==> src/rtl/sorter_pkg.sv <==
package sorter_pkg;
  localparam int N_LANES  = 8;
  localparam int N_STAGES = 8;

  typedef enum logic {
    PAIR_EVEN = 1'b0,
    PAIR_ODD  = 1'b1
  } pairing_e;
endpackage

==> src/rtl/cmpx_cell.sv <==
module cmpx_cell #(
  parameter int W = 8
) (
  input  logic         clk,
  input  logic         rst,
  input  logic         vld,
  input  logic [W-1:0] a,
  input  logic [W-1:0] b,
  output logic [W-1:0] hi,
  output logic [W-1:0] lo
);
  always_ff @(posedge clk) begin
    if (a > b) begin
      hi <= a;
      lo <= b;
    end else begin
      hi <= b;
      lo <= a;
    end
  end


  cell_order_chk: assert property (@(posedge clk) disable iff (rst)
    vld |=> (hi >= lo));


  cell_perm_chk: assert property (@(posedge clk) disable iff (rst)
    vld |=> ((hi == $past(a) && lo == $past(b)) ||
             (hi == $past(b) && lo == $past(a))));
endmodule

==> src/rtl/ote_stage.sv <==
module ote_stage
  import sorter_pkg::*;
#(
  parameter int       W       = 8,
  parameter pairing_e PAIRING = PAIR_EVEN
) (
  input  logic                       clk,
  input  logic                       rst,
  input  logic                       vld_i,
  input  logic [N_LANES-1:0][W-1:0]  d_i,
  output logic                       vld_o,
  output logic [N_LANES-1:0][W-1:0]  d_o
);
  localparam int FIRST  = (PAIRING == PAIR_ODD) ? 1 : 0;
  localparam int NCELLS = (N_LANES - FIRST) / 2;
  localparam int LAST   = FIRST + 2 * NCELLS;

  always_ff @(posedge clk) begin
    if (rst) vld_o <= 1'b0;
    else     vld_o <= vld_i;
  end

  for (genvar k = 0; k < NCELLS; k++) begin : g_cell
    cmpx_cell #(.W(W)) u_cell (
      .clk (clk),
      .rst (rst),
      .vld (vld_i),
      .a   (d_i[FIRST + 2*k]),
      .b   (d_i[FIRST + 2*k + 1]),
      .hi  (d_o[FIRST + 2*k + 1]),
      .lo  (d_o[FIRST + 2*k])
    );
  end

  if (FIRST > 0) begin : g_pass_low
    always_ff @(posedge clk) d_o[0] <= d_i[0];
  end

  if (LAST < N_LANES) begin : g_pass_high
    always_ff @(posedge clk) d_o[N_LANES-1] <= d_i[N_LANES-1];
  end
endmodule

==> src/rtl/ote_sorter.sv <==
module ote_sorter
  import sorter_pkg::*;
#(
  parameter int W = 8
) (
  input  logic                      clk,
  input  logic                      rst,
  input  logic                      in_valid,
  input  logic [N_LANES-1:0][W-1:0] in_data,
  output logic                      out_valid,
  output logic [N_LANES-1:0][W-1:0] out_data
);
  logic [N_STAGES:0]                      v;
  logic [N_STAGES:0][N_LANES-1:0][W-1:0]  d;

  assign v[0] = in_valid;
  assign d[0] = in_data;

  for (genvar s = 0; s < N_STAGES; s++) begin : g_stage
    ote_stage #(
      .W       (W),
      .PAIRING ((s % 2 == 1) ? PAIR_ODD : PAIR_EVEN)
    ) u_stage (
      .clk   (clk),
      .rst   (rst),
      .vld_i (v[s]),
      .d_i   (d[s]),
      .vld_o (v[s+1]),
      .d_o   (d[s+1])
    );
  end

  assign out_valid = v[N_STAGES];
  assign out_data  = d[N_STAGES];

  // Checker state: edges since reset, saturating at pipeline depth
  logic [3:0] since_rst;
  always_ff @(posedge clk) begin
    if (rst)                   since_rst <= 4'd0;
    else if (since_rst < 4'd8) since_rst <= since_rst + 4'd1;
  end

  for (genvar i = 0; i < N_LANES - 1; i++) begin : g_sorted

    out_sorted_chk: assert property (@(posedge clk) disable iff (rst)
      out_valid |-> (out_data[i] <= out_data[i+1]));
  end


  out_latency_chk: assert property (@(posedge clk) disable iff (rst)
    (since_rst == 4'd8) |-> (out_valid == $past(in_valid, 8)));


  reset_clear_chk: assert property (@(posedge clk)
    $past(rst) |-> !out_valid);
endmodule

==> config.mk <==
export PLATFORM = sky130hd
export DESIGN_NAME = ote_sorter
export DESIGN_NICKNAME = d
export VERILOG_FILES = /design/src/rtl/sorter_pkg.sv /design/src/rtl/cmpx_cell.sv /design/src/rtl/ote_stage.sv /design/src/rtl/ote_sorter.sv
export SDC_FILE = /design/constraint.sdc
export NUM_CORES = 1
export LEC_CHECK = 0
export BUFFER_PORTS_ARGS = -buffer_cell sky130_fd_sc_hd__buf_2
export CAP_MARGIN = 10
export CORE_ASPECT_RATIO = 0.75
export CORE_UTILIZATION = 38
export CTS_BUF_LIST = sky130_fd_sc_hd__clkbuf_8
export DETAILED_ROUTE_END_ITERATION = 12
export PLACE_DENSITY = 0.62
export SLEW_MARGIN = 20
export SYNTH_ARGS = -nofsm -noshare
export SYNTH_HDL_FRONTEND = slang
export SYNTH_SLANG_ARGS = --single-unit
==> constraint.sdc <==
create_clock -name clk -period 3.04 [get_ports clk]
set_input_delay 0 -clock clk [delete_from_list [all_inputs] [get_ports clk]]
set_output_delay 0 -clock clk [all_outputs]
set_load 0.05 [all_outputs]
==> impl_results.md <==
* Status: completed
* Slew Limit Fails at 0
* Max Freq at 363.3 MHz
* Critical path arrival at 3290 ps
* CP startpoint: in_data[39]
* Post-synth EDFFs at 0
* Slew HR at 0.3320
* Core Box Area at 67000 sq um
* XOR/XNOR share of the synthesized area at 0
* Vias in the first global route at 19660
* Clock skew at 20.81 ps
* Synth Register Bits at 520
* Final Non-Filler Cells at 3855
* Post-DP HPWL at 41.94 mm
* Commonest register cell after synthesis: dfxtp_1
* FP Rows at 82
* Unique masters post-synth at 35
* Placed inst area at 26800 sq um
* Min-delay src: rst
* Synth Area in Compound Gates at 0.2005
* Async set or reset register ratio after synthesis at 0
* GPL Wtd Cong at 0.8479
* Global-route wire length before repair at 95.81 mm
* Htree depth at 3
* Vias/cell at 5.349
* Drt first pass iters at 6
* R2R cell count at 6
* Nets at 3199
* Clock tree buffer depth at 3
* Setup tns final at 0 ps
* Area of the multi-input gates at 13510 sq um
* IO Pins at 132
* Initial Util at 0.3858
* Required time worst endpoint at 3570 ps
* Routed len/inst at 15.01 um
* Antenna violations before repair at 1
* Hold Fails Final Rpt at 0
* Synthesized area per cell at 9.399 sq um
* Worst setup EP type: flip-flop
* Largest net degree at the start of global routing at 34
* Mapped cell area at 25850 sq um
* CP Launch Type: input port
* Sink Count at 520
* Clock latency on the worst-skew pair at 670 ps
* Final Cycle Share at 0.9055
* Reg area at 10410 sq um
* Syn Nets at 3041
* Mux cell area share after synthesis at 0.08713
* Minimum clock period at 2753 ps
* # setup viols final at 0
* Final instance area at 29550 sq um
* Reg2reg setup slack at 470 ps
* Antenna viol nets, final at 0
* Main combinational cell family by area after synthesis: compound AO/OA/AOI/OAI gates
* Total CTS buffers at 83
* Initial DRC count at 1527
* TritonCTS clock tree: yes
* Adder-cell share of the synthesized area at 0.1084
* Post-Synth Simple-Gate Area at 0.1248
* Die height at 227.9 um
* Total grt overflow at 0
* Worst-margin pin slew at 997.6 ps
* Mapped Cells at 2750
* Residual DRC at 0
* Clock-pin slew on the worst setup and hold paths at 60 ps
* Post-Route WL at 57.86 mm
* Reg-to-reg endpoint: g_stage[2].u_stage.g_cell[3].u_cell.lo[7]$_DFF_P_
* Die Wd at 303.2 um
* R2R Path Start: g_stage[1].u_stage.d_o[60]$_DFF_P_
* Yosys Warn Count at 0
* DIE AREA at 69080 sq um
* Crit Path Max Fanout at 18
* Fillers at 6365
* Root buf cell: clkbuf_8
* Worst Hold Class: input port to flip-flop
* Setup crit end: g_stage[0].u_stage.g_cell[2].u_cell.lo[6]$_DFF_P_
* CP Class: input port to flip-flop
* Vias after detailed routing at 20620
* Max Cap Viol at 0
* All-Layer GR Usage at 0.1649
* Ratio of cells with drive above 1 in the final layout at 0.1501
* Register area share after synthesis at 0.4027
* RSZ-0062 raised after global routing: no
* Area growth from synthesis to layout at 14.32%
* Number of buffers added on ports at 131
* Placed insts at 3606
[kinds of logic (layout without fill, tap and decap cells)]
logic type / after synthesis / in the layout
fa+ha+maj: 224 / 224
simple gates: 649 / 649
flops: 520 / 520
buf+inv: 425 / 647
other cells: 0 / 1
compound gates: 732 / 732
mux: 200 / 200
[metal layers]
| layer | part of all wire | track usage | wire (um) |
|---|---|---|---|
| met4 | 0.017 | 0.04585 | 963 |
| met1 | 0.48 | 0.2222 | 27800 |
| met3 | 0.047 | 0.02971 | 2702 |
| met5 | 0 | 0 | 0 |
| met2 | 0.46 | 0.2681 | 26390 |
[Yosys cell counts (54+ instances only)]
cell / number / area share
buf_4: 77 / 0.022
nand3_1: 208 / 0.040
inv_1: 237 / 0.034
a221o_1: 208 / 0.081
nand2_1: 284 / 0.041
dfxtp_1: 520 / 0.40
o21ai_1: 243 / 0.047
mux2_1: 152 / 0.066
buf_2: 54 / 0.010
clkbuf_1: 54 / 0.0078
a21oi_1: 111 / 0.021
ha_1: 224 / 0.11
[cells in the final DEF, fill, tap and decap left out, drive strengths merged]
cell type    synthesis  routed
a211oi              26      26
a21boi              12      12
a21oi              111     111
a221o              208     208
a311o                1       1
and2                 1       1
and4                26      26
buf                134     162
bufinv               0       3
clkbuf              54     105
clkinv               0      13
clkinvlp             0       4
dfxtp              520     520
diode                0       1
dlygate4sd3          0      99
ha                 224     224
inv                237     261
mux2               200     200
nand2              284     284
nand2b              13      13
nand3              208     208
nand4               31      31
nor2                38      38
nor2b               22      22
nor3b               13      13
o211ai              14      14
o21a                 1       1
o21ai              301     301
o221a               24      24
o22ai               32      32
o31ai                1       1
o32ai                1       1
or2                 13      13
[critical path: stages]
cell and delay (ps):
dlygate4sd3_1 550, buf_2 160, ha_1 350, nand4_2 340, nand2b_1 590, o21ai_2 360
a221o_1 380, dlygate4sd3_1 560
[worst min path at each step]
stage,end,cells past startpoint
after floorplan,g_stage[0].u_stage.vld_o$_SDFF_PP0_,1
after global routing,g_stage[7].u_stage.vld_o$_SDFF_PP0_,3
final,g_stage[4].u_stage.vld_o$_SDFF_PP0_,3
after detailed placement,g_stage[0].u_stage.vld_o$_SDFF_PP0_,2
after CTS,g_stage[5].u_stage.vld_o$_SDFF_PP0_,3
after global placement,g_stage[0].u_stage.vld_o$_SDFF_PP0_,2
[metrics by stage]
stage / worst slack (ps) / utilization / hold WS (ps)
6_report: 287.2 / 0.4411 / 133.9
5_1_grt: 128.0 / 0.4411 / 143.6
4_1_cts: 381.2 / 0.4410 / 72.71
3_5_place_dp: 507.7 / 0.4001 / 232.6
3_3_place_gp: 550.9 / 0.4001 / 217.0
2_1_floorplan: 1019 / - / 71.61
[registers in the layout (all words and copies together) (netlist names)]
name	count
g_stage.u_stage.g_cell.u_cell.hi	224
g_stage.u_stage.g_cell.u_cell.lo	224
g_stage.u_stage.d_o	64
g_stage.u_stage.vld_o	8
[final cells by class]
| cell class | count | area share |
|---|---|---|
| antenna | 1 | 0.00008468 |
| sequential | 520 | 0.3523 |
| clock buffer | 105 | 0.04891 |
| tap | 882 | 0.03735 |
| multi-input combinational | 1805 | 0.4573 |
| clock inverter | 44 | 0.01037 |
| inverter | 237 | 0.03011 |
| timing repair buffer | 261 | 0.06360 |
[repair_timing]
item | CTS | global route
hold endpoints to repair | 72 | 0
setup buffers | 0 | 0
hold buffers | 99 | 0
endpoints found under the setup margin | 0 | 0
gates resized for setup | 0 | 0
Power is left out: the tool's default activity adds up to more than one toggle a clock period on the data nets, which glitch-free logic cannot reach.
